**src/rtl/zq_pkg.sv**
```systemverilog
package zq_pkg;
  typedef enum logic [1:0] {
    STEP_HOLD = 2'd0,
    STEP_UP   = 2'd1,
    STEP_DOWN = 2'd2
  } step_dir_e;
endpackage

```
**src/rtl/zq_rst_sync.sv**
```systemverilog
module zq_rst_sync #(
  parameter int STAGES = 2
) (
  input  logic clk,
  input  logic rst_n,
  output logic rst_core_n
);
  logic [STAGES-1:0] sync_q;
  logic [STAGES-1:0] sync_d;

  always_comb begin
    sync_d = {sync_q[STAGES-2:0], 1'b1};
  end

  always_ff @(posedge clk or negedge rst_n) begin
    if (!rst_n) sync_q <= '0;
    else        sync_q <= sync_d;
  end

  assign rst_core_n = sync_q[STAGES-1];
endmodule

```
**src/rtl/zq_window.sv**
```systemverilog
module zq_window (
  input  logic wr_cyc,
  input  logic desel_cyc,
  input  logic oe_off,
  input  logic oe_timed,
  output logic upd_win
);
  logic oe_win;

  always_comb begin
    oe_win  = oe_off & oe_timed;
    upd_win = wr_cyc | desel_cyc | oe_win;
  end
endmodule

```
**src/rtl/zq_target.sv**
```systemverilog
module zq_target #(
  parameter int W = 7
) (
  input  logic [W-1:0] cal_code,
  input  logic         cal_pin_open,
  output logic [W-1:0] eff_tgt
);
  localparam logic [W-1:0] MaxImp = {W{1'b1}};

  always_comb begin
    eff_tgt = cal_pin_open ? MaxImp : cal_code;
  end
endmodule

```
**src/rtl/zq_stepper.sv**
```systemverilog
module zq_stepper
  import zq_pkg::*;
#(
  parameter int W = 7
) (
  input  logic         clk,
  input  logic         rst_n,
  input  logic         upd_win,
  input  logic [W-1:0] eff_tgt,
  output logic [W-1:0] code_q,
  output logic         at_tgt
);
  localparam logic [W-1:0] MinImp = '0;
  localparam logic [W-1:0] OneStep = {{(W-1){1'b0}}, 1'b1};

  step_dir_e   dir;
  logic        code_en;
  logic [W-1:0] code_nxt;

  always_comb begin
    if (code_q < eff_tgt)      dir = STEP_UP;
    else if (code_q > eff_tgt) dir = STEP_DOWN;
    else                       dir = STEP_HOLD;
    code_en  = upd_win && (dir != STEP_HOLD);
    code_nxt = (dir == STEP_UP) ? code_q + OneStep : code_q - OneStep;
    at_tgt   = (dir == STEP_HOLD);
  end

  always_ff @(posedge clk or negedge rst_n) begin
    if (!rst_n)       code_q <= MinImp;
    else if (code_en) code_q <= code_nxt;
  end
endmodule

```
**src/rtl/zq_update_seq.sv**
```systemverilog
module zq_update_seq #(
  parameter int W          = 7,
  parameter int SYNC_STAGE = 2
) (
  input  logic         clk,
  input  logic         rst_n,
  input  logic [W-1:0] cal_code,
  input  logic         cal_pin_open,
  input  logic         wr_cyc,
  input  logic         desel_cyc,
  input  logic         oe_off,
  input  logic         oe_timed,
  output logic [W-1:0] drv_code,
  output logic         cal_done
);
  logic         rst_core_n;
  logic         upd_win;
  logic [W-1:0] eff_tgt;

  zq_rst_sync #(.STAGES(SYNC_STAGE)) u_rst (
    .clk        (clk),
    .rst_n      (rst_n),
    .rst_core_n (rst_core_n)
  );

  zq_window u_win (
    .wr_cyc    (wr_cyc),
    .desel_cyc (desel_cyc),
    .oe_off    (oe_off),
    .oe_timed  (oe_timed),
    .upd_win   (upd_win)
  );

  zq_target #(.W(W)) u_tgt (
    .cal_code     (cal_code),
    .cal_pin_open (cal_pin_open),
    .eff_tgt      (eff_tgt)
  );

  zq_stepper #(.W(W)) u_step (
    .clk     (clk),
    .rst_n   (rst_core_n),
    .upd_win (upd_win),
    .eff_tgt (eff_tgt),
    .code_q  (drv_code),
    .at_tgt  (cal_done)
  );
endmodule

```
**config.mk**
```make
export PLATFORM = sky130hd
export DESIGN_NAME = zq_update_seq
export DESIGN_NICKNAME = d
export VERILOG_FILES = /design/src/rtl/zq_pkg.sv /design/src/rtl/zq_rst_sync.sv /design/src/rtl/zq_window.sv /design/src/rtl/zq_target.sv /design/src/rtl/zq_stepper.sv /design/src/rtl/zq_update_seq.sv
export SDC_FILE = /design/constraint.sdc
export NUM_CORES = 1
export LEC_CHECK = 0
export BUFFER_PORTS_ARGS = -buffer_cell sky130_fd_sc_hd__buf_4
export CAP_MARGIN = 20
export CORE_ASPECT_RATIO = 0.9
export CORE_MARGIN = 4
export CORE_UTILIZATION = 45
export DETAILED_ROUTE_END_ITERATION = 8
export GPL_TIMING_DRIVEN = 0
export PLACE_DENSITY = 0.72
export SETUP_SLACK_MARGIN = 0.2
export SYNTH_ARGS = -nofsm -noshare
export SYNTH_HDL_FRONTEND = slang
export SYNTH_SLANG_ARGS = --single-unit
```
**constraint.sdc**
```tcl
create_clock -name clk -period 1.8 [get_ports clk]
set_input_delay 0.36 -clock clk [delete_from_list [all_inputs] [get_ports clk]]
set_output_delay 0.36 -clock clk [all_outputs]
set_load 0.05 [all_outputs]
```
==> qor.csv, run 1 <==
metric,value,unit
average via count per standard cell,5.42,
Starting Density,50.5,%
largest fanout on the critical path,6,
Mapped Avg Cell Area,10.0,µm²
Layout Area Growth over Synthesis,67.8,%
unrepaired setup endpoints after global routing,yes,
Final Cycle Share,146,%
"most common cell after layout, fill and taps aside",buf_4,
register-to-register setup slack,-830,ps
Ports,22,
Die Height,47.5,µm
failing checks,negative setup slack,
Reg-to-Reg End,u_step.code_q[6],
Critical Path RT,1990,ps
leakage power total,0.000577,µW
overall track demand over capacity in global routing,18.4,%
Max Freq,0.380,GHz
data arrival at the endpoint of the critical path,2820,ps
count of H-tree levels built during CTS,1,
vias in the first global route,787,
Worst Setup Start Kind,register,
number of vias after detailed routing,769,
port buffer count,21,
net total in the final layout,148,
length of the first detailed-routing pass in iterations,4,
number of DRC markers in iteration 0,16,
total number of yosys warnings,0,
largest net degree at the start of global routing,8,
cell taking the most area after synthesis,dfrtp_1,
destination of the critical timing path,u_step.code_q[6],
root buffer selected by CTS,clkbuf_4,
die boundary width,51.9,µm
type of the worst setup path,reg2reg,
floorplan core area,1550,µm²
maximum resistive drop on vdd,0.00206,V
total nets after synthesis,105,
number of CTS-inserted buffers,3,
Slew Limit Fails,0,
Sinks on Clock Net,9,
final worst setup slack,-829,ps
Skew-Pair Late Insertion Delay,270,ps
ant diodes,0,
leading post-synthesis cells by cell area,"dfrtp_1 29%, ha_1 19%, mux2_2 5.8%",
final count of hold timing violations,0,
timing startpoint of the critical path,u_step.code_q[4],
number of setup violations in the final report,8,
"commonest non-fill, non-tap cells in the layout","32 x buf_4, 8 x nor2_1, 7 x dfrtp_2",
clock-pin transition on the worst setup and hold timing paths,70,ps
power per unit of standard cell area,2170,nW/µm²
detailed-route wire length per cell,15.6,µm
Critical R2R Launch,u_step.code_q[4],
outcome,"complete, but fails checks",
residual DRC count,0,
number of buffers on the longest clock path,2,
setup total negative slack,-4620,ps
"Cell Count, Final, Fillers Out",142,
GPL Wtd Cong,0.773,
cell count after placement,121,
flip-flop and latch count after synthesis,9,
wire length of the first global-routing pass,3280,µm
reported max-cap violation count,0,
library cells used by synthesis,31,
worst clock skew,3.60,ps
proportion of layout cells with a drive suffix above 1,68.3,%
FF-to-FF path depth,11,
number of nets with antenna violations after routing,0,
pre-CTS WS,-1080,ps
Core Rows,13,
number of antenna violations at the first check in global routing,0,
half-perimeter wire length after detailed placement,1400,µm
aggregate routed wire length,2220,µm
leftover overflow at the end of global routing,0,
gate count of the mapped netlist,78,
time the worst path needs with I/O delays and setup,2630,ps
portion of the post-synthesis area used by sequential elements,28.8,%
TritonCTS clock tree,yes,
endpoint class of the critical path,register,
worst min-delay path class,reg2async,
fraction of synthesized cell area taken by the top area cell type,28.8,%
synthesized cell area,781,µm²
Die Area,2470,µm²
state kept, by name (all words and copies together) (netlist names):
register       cells
u_step.code_q      7
u_rst.sync_q       2
cells in the mapped netlist:
| cell | number |
|---|---|
| a211oi_1 | 1 |
| inv_1 | 4 |
| o21ai_1 | 2 |
| conb_1 | 1 |
| nand2_2 | 1 |
| ha_1 | 12 |
| fa_1 | 1 |
| a21o_1 | 1 |
| and4bb_1 | 1 |
| or2_2 | 3 |
| a211o_1 | 1 |
| nand2_1 | 2 |
| o21ai_2 | 1 |
| a21boi_4 | 1 |
| o21a_1 | 1 |
| o211ai_1 | 1 |
| and4_1 | 2 |
| dfrtp_1 | 9 |
| o2111ai_1 | 1 |
| mux2_2 | 4 |
| xor2_1 | 1 |
| o211ai_2 | 1 |
| nand3b_1 | 1 |
| xnor2_1 | 3 |
| o21ai_0 | 2 |
| nor2_1 | 11 |
| a2bb2oi_1 | 1 |
| a21oi_2 | 1 |
| or4b_1 | 1 |
| a21oi_1 | 5 |
| mux2_4 | 1 |
kinds of logic after synthesis:
family	share of synthesized area [%]
compound gates	19.2
simple gates	15.5
fa+ha+maj	21.8
mux	7.69
xor+xnor	4.49
other cells	0.480
flops	28.8
buf+inv	1.92
worst min path at each step:
stage                    start               end  slack [ps]  cells past startpoint
2_1_floorplan            rst_n   u_rst.sync_q[0]          60                      0
3_3_place_gp   u_rst.sync_q[1]  u_step.code_q[6]         120                      0
3_5_place_dp   u_rst.sync_q[1]  u_step.code_q[6]         120                      0
4_1_cts        u_rst.sync_q[1]  u_step.code_q[6]         130                      0
5_1_grt        u_rst.sync_q[1]  u_step.code_q[3]         150                      0
6_report       u_rst.sync_q[1]  u_step.code_q[0]         120                      0
through the flow:
step                      instance area, µm²  hold WS (ps)  utilization [%]  power (µW)
final                                   1310           115             84.8        2840
after CTS                               1270           128             81.9        2640
after global placement                  1040           115             67.4        2160
after detailed placement                1040           122             67.4        2200
after floorplan                          856          64.4                -        1820
after global routing                    1310           152             84.8        3080
final cells by class:
type | instances | area, µm²
multi-input cells | 65 | 693
clock inverters | 1 | 5.00
inverters | 4 | 17.5
fillers | 79 | 235
well taps | 22 | 27.5
flip-flops and latches | 9 | 234
repair buffers | 38 | 310
clock buffers | 3 | 22.5
metal layers:
| metal | routed length, µm | track usage [%] | share of wire, % |
|---|---|---|---|
| met5 | 0 | 0 | 0 |
| met2 | 1240 | 36.3 | 56 |
| met1 | 860 | 19.7 | 39 |
| met4 | 20 | 3.14 | 0.90 |
| met3 | 95 | 5.92 | 4.3 |
timing repair:
| action | CTS | global route |
|---|---|---|
| setup buffers | 14 | 2 |
| gates resized for setup | 17 | 6 |
| endpoints found under the setup margin | 8 | 8 |
| hold buffers | 1 | 0 |
| pin swaps | 14 | 12 |
| cloned | 0 | 0 |
| endpoints found under the hold margin | 2 | 0 |
worst max-delay path, cell delays in order (launching register included):
cell and delay (ps):
dfrtp_2 430, ha_4 280, and4_4 220, a21boi_4 220
or2_4 200, buf_6 110, ha_4 200, a211oi_4 260
o21ai_2 110, and4bb_1 200, o211ai_2 180, xnor2_1 130
where the power goes:
part | internal [µW] | total, µW | switching, µW
logic | 1100 | 2230 | 1130
registers | 318 | 437 | 119
clock network | 82.3 | 164 | 82.0
Note: power is estimated with default switching activity, not from simulation.
==> inputs of run 2 (changes only) <==
- CORE_MARGIN: 4 -> 2
- MAX_ROUTING_LAYER: unset -> met4
==> qor.csv, run 2 (same netlist as run 1, synthesis figures left out) <==
metric,value,unit
Die Area,2080,µm²
endpoint class of the critical path,register,
GPL Wtd Cong,0.857,
hold slack,108,ps
"Cell Chain, Critical Path",ha_4 -> and4_1 -> a21boi_4 -> or2_4 -> buf_6 -> ha_4 -> a211oi_4 -> o21ai_2 -> and4bb_1 -> o211ai_2 -> xnor2_1,
Max Freq,0.369,GHz
floorplan core area,1650,µm²
largest register by flop count,u_step.code_q,
"Top cell by count, worst path",ha_4,
worst min-delay path class,reg2async,
count of H-tree levels built during CTS,1,
leftover overflow at the end of global routing,0,
outcome,"complete, but fails checks",
Worst Setup Start Kind,register,
Critical Path RT,1980,ps
number of setup violations in the final report,8,
Core Rows,14,
Crit path largest cell delay,420,ps
maximum resistive drop on vdd,0.00177,V
number of antenna violations at the first check in global routing,0,
data arrival at the endpoint of the critical path,2880,ps
die boundary width,47.9,µm
aggregate routed wire length,2170,µm
largest fanout on the critical path,6,
final worst setup slack,-907,ps
TritonCTS clock tree,yes,
overall track demand over capacity in global routing,21.1,%
Layout Area Growth over Synthesis,69.1,%
type of the worst setup path,reg2reg,
clock-pin transition on the worst setup and hold timing paths,70,ps
final count of hold timing violations,0,
"most common cell after layout, fill and taps aside",buf_4,
Ports,22,
detailed-route wire length per cell,15.5,µm
footprint of the flip-flops and latches,234,µm²
ant diodes,0,
power per unit of standard cell area,2220,nW/µm²
number of vias after detailed routing,746,
worst clock skew,9.77,ps
number of CTS-inserted buffers,3,
proportion of layout cells with a drive suffix above 1,68.1,%
half-perimeter wire length after detailed placement,1340,µm
number of nets with antenna violations after routing,0,
multi-input combinational cell area,732,µm²
number of DRC markers in iteration 0,12,
time the worst path needs with I/O delays and setup,2710,ps
"Cell Count, Final, Fillers Out",140,
vias in the first global route,689,
setup total negative slack,-4310,ps
failing checks,negative setup slack,
wire length of the first global-routing pass,2930,µm
Slew Limit Fails,0,
number of flip-flops in the largest register,7,
leakage power total,0.000562,µW
unrepaired setup endpoints after global routing,yes,
average via count per standard cell,5.33,
residual DRC count,0,
root buffer selected by CTS,clkbuf_4,
Sinks on Clock Net,9,
fillcell total,105,
reported max-cap violation count,0,
"Slowest-stage cell, CP",dfrtp_2,
Final Cycle Share,150,%
"commonest non-fill, non-tap cells in the layout","28 x buf_4, 7 x nor2_1, 7 x dfrtp_2",
number of buffers on the longest clock path,2,
Skew-Pair Late Insertion Delay,270,ps
Die Height,43.5,µm
port buffer count,21,
cell count after placement,123,
net total in the final layout,144,
largest net degree at the start of global routing,8,
Starting Density,47.4,%
length of the first detailed-routing pass in iterations,4,
registers with the most flip-flops,"u_step.code_q: 7 flops, u_rst.sync_q: 2 flops",
run 2: routing by layer:
metal	GRT usage (%)	wire, µm	vias up	share of wire [%]
met2	30.7	1080	26	50
li1	-	-	361	-
met4	14.1	66	0	3.0
met3	1.25	95	8	4.4
met1	27.6	924	351	43
met5	-	0	-	0
run 2: layout make-up:
cell class                      instances  area share, %
Inverter                                4           1.33
Tap cell                               24           2.27
Clock buffer                            4           1.99
Multi-Input combinational cell         65           55.5
Timing Repair Buffer                   34           21.2
Sequential cell                         9           17.7
run 2: path summary, 6_finish.rpt:
| path | start | end | slack [ps] | cells past startpoint |
|---|---|---|---|---|
| max | u_step.code_q[6] | u_step.code_q[6] | -910 | 11 |
| min | u_rst.sync_q[1] | u_step.code_q[4] | 110 | 0 |
| max reg2reg | u_step.code_q[6] | u_step.code_q[6] | -910 | 11 |
| min reg2reg | u_rst.sync_q[1] | u_step.code_q[4] | 110 | 0 |
| max in group asynchronous | rst_n | u_rst.sync_q[1] | 1300 | 2 |
| min in group clk | u_rst.sync_q[0] | u_rst.sync_q[1] | 350 | 0 |
run 2: what timing repair did:
| item | CTS | global route |
|---|---|---|
| resized for setup | 9 | 21 |
| gates cloned | 0 | 0 |
| hold endpoints to repair | 2 | 0 |
| setup endpoints to repair | 8 | 8 |
| buffers inserted | 8 | 4 |
| hold buffers | 1 | 0 |
| pin swaps | 12 | 11 |
run 2: worst max-delay path, delay by kind of cell, from the launching register on:
kind | cells | cell delay (ps)
flops | 1 | 420
fa+ha+maj | 2 | 490
simple gates | 3 | 690
xor+xnor | 1 | 150
compound gates | 4 | 730
buf+inv | 1 | 130
run 2: power breakdown:
part           switching [µW]  internal, µW  total, µW
Clock                    76.1          85.6        162
Sequential                126           318        444
Combinational            1200          1130       2320
Total                    1400          1530       2930
run 2: through the flow:
stage | total power, µW | setup slack (ps) | util (%) | area (µm²)
2_1_floorplan | 1820 | -852 | - | 856
3_3_place_gp | 2180 | -1120 | 63.4 | 1040
3_5_place_dp | 2220 | -1120 | 63.4 | 1040
4_1_cts | 2670 | -877 | 72.3 | 1190
5_1_grt | 3120 | -975 | 80.2 | 1320
6_report | 2930 | -907 | 80.2 | 1320
==> inputs of run 3 (changes only) <==
- CORE_UTILIZATION: 45 -> 54
- PLACE_DENSITY: 0.72 -> 0.83
- clock period: 1.8 -> 3.15 ns (I/O delays scaled with it)
==> qor.csv, run 3 (same netlist as run 1, synthesis figures left out) <==
metric,value,unit
outcome,"finished, final reports clean",
number of antenna violations at the first check in global routing,0,
Ports,22,
wire length of the first global-routing pass,2810,µm
number of setup violations in the final report,0,
FF-to-FF path depth,10,
Slew Limit Fails,0,
fillcell total,73,
Skew-Pair Late Insertion Delay,260,ps
endpoint class of the critical path,register,
number of buffers on the longest clock path,2,
number of nets with antenna violations after routing,0,
number of vias after detailed routing,739,
detailed-route wire length per cell,19.4,µm
unrepaired setup endpoints after global routing,no,
"commonest non-fill, non-tap cells in the layout","26 x buf_4, 11 x ha_1, 8 x nor2_1, 8 x dfrtp_1",
Final Cycle Share,94.4,%
type of the worst setup path,in2reg,
number of flip-flops in the largest register,7,
number of CTS-inserted buffers,3,
die boundary width,44.1,µm
leftover overflow at the end of global routing,0,
"most common cell after layout, fill and taps aside",buf_4,
port buffer count,21,
half-perimeter wire length after detailed placement,1360,µm
Core Rows,12,
largest fanout on the critical path,7,
worst min-delay path class,reg2async,
setup total negative slack,0,ps
GPL Wtd Cong,0.872,
net total in the final layout,136,
final count of hold timing violations,0,
largest net degree at the start of global routing,8,
registers with the most flip-flops,"u_step.code_q: 7 flops, u_rst.sync_q: 2 flops",
average via count per standard cell,6.06,
Die Area,1770,µm²
pre-CTS WS,-136,ps
reported max-cap violation count,0,
Worst Setup Start Kind,input pin,
residual DRC count,0,
aggregate routed wire length,2370,µm
final worst setup slack,177,ps
proportion of layout cells with a drive suffix above 1,51.9,%
number of DRC markers in iteration 0,14,
Starting Density,60.5,%
data arrival at the endpoint of the critical path,3170,ps
Critical Path RT,3350,ps
TritonCTS clock tree,yes,
Layout Area Growth over Synthesis,40.5,%
count of H-tree levels built during CTS,1,
worst clock skew,2.21,ps
Die Height,40.1,µm
floorplan core area,1290,µm²
Max Freq,0.336,GHz
largest register by flop count,u_step.code_q,
root buffer selected by CTS,clkbuf_4,
ant diodes,0,
overall track demand over capacity in global routing,23.3,%
"Cell Count, Final, Fillers Out",122,
vias in the first global route,647,
time the worst path needs with I/O delays and setup,2970,ps
length of the first detailed-routing pass in iterations,4,
Sinks on Clock Net,9,
cell count after placement,113,
"Hold-fix buffers, CTS",0,
clock-pin transition on the worst setup and hold timing paths,70,ps
==> run 3: cell types whose count changed in the layout (fill, tap and decap cells not counted), sizes merged <==
cell / previous run / this run
dlygate4sd3: 1 / 0
buf: 33 / 26
==> run 3: metrics by stage <==
stage / cell area, µm² / hold WS, ps / utilization, %
finish: 1100 / 126 / 85.0
global placement: 962 / 128 / 74.5
floorplan: 787 / 81.4 / -
CTS: 1010 / 127 / 78.2
detailed placement: 962 / 127 / 74.5
global route: 1100 / 125 / 85.0
==> run 3: cell type report <==
| class | count | area, µm² | area share (%) |
|---|---|---|---|
| multi-input cells | 65 | 617 | 56.2 |
| well taps | 14 | 17.5 | 1.60 |
| flip-flops and latches | 9 | 226 | 20.6 |
| inverters | 4 | 15.0 | 1.37 |
| repair buffers | 26 | 195 | 17.8 |
| clock buffers | 4 | 26.3 | 2.39 |
==> run 3: worst paths after layout <==
path | from | end | slack [ps]
worst max-delay path | cal_pin_open | u_step.code_q[5] | 180
worst min-delay path | u_rst.sync_q[1] | u_step.code_q[3] | 130
worst max register to register | u_step.code_q[4] | u_step.code_q[5] | 300
worst min register to register | u_rst.sync_q[1] | u_step.code_q[3] | 130
max in group asynchronous | u_rst.sync_q[1] | u_step.code_q[5] | 2770
min in group clk | u_rst.sync_q[0] | u_rst.sync_q[1] | 370
==> run 3: critical path, stage by stage <==
cell	delay (ps)
buf_4	150
nor2_2	110
ha_1	280
and4_1	230
a21boi_4	150
or2_4	300
ha_1	310
a21o_1	170
a21oi_4	90
or4b_4	490
o2111ai_2	100
mux2_4	180
==> run 3: layer usage <==
metal	vias to the layer above	global-route usage (%)	share of wire (%)	wire, µm
met4	0	7.58	4.8	114
met2	25	40.1	51	1220
met1	355	27.9	40	948
met3	12	4.50	3.6	85
met5	-	-	0	0
li1	347	-	-	-
==> run 3: repair_timing <==
| item | in CTS | in global routing |
|---|---|---|
| endpoints found under the setup margin | 2 | 2 |
| setup buffers | 0 | 5 |
| pin swaps | 0 | 10 |
| resized for setup | 4 | 12 |
Power of run 3 is not shown: default switching activity piles up to over one toggle a cycle in this logic, so the estimate is an artifact.
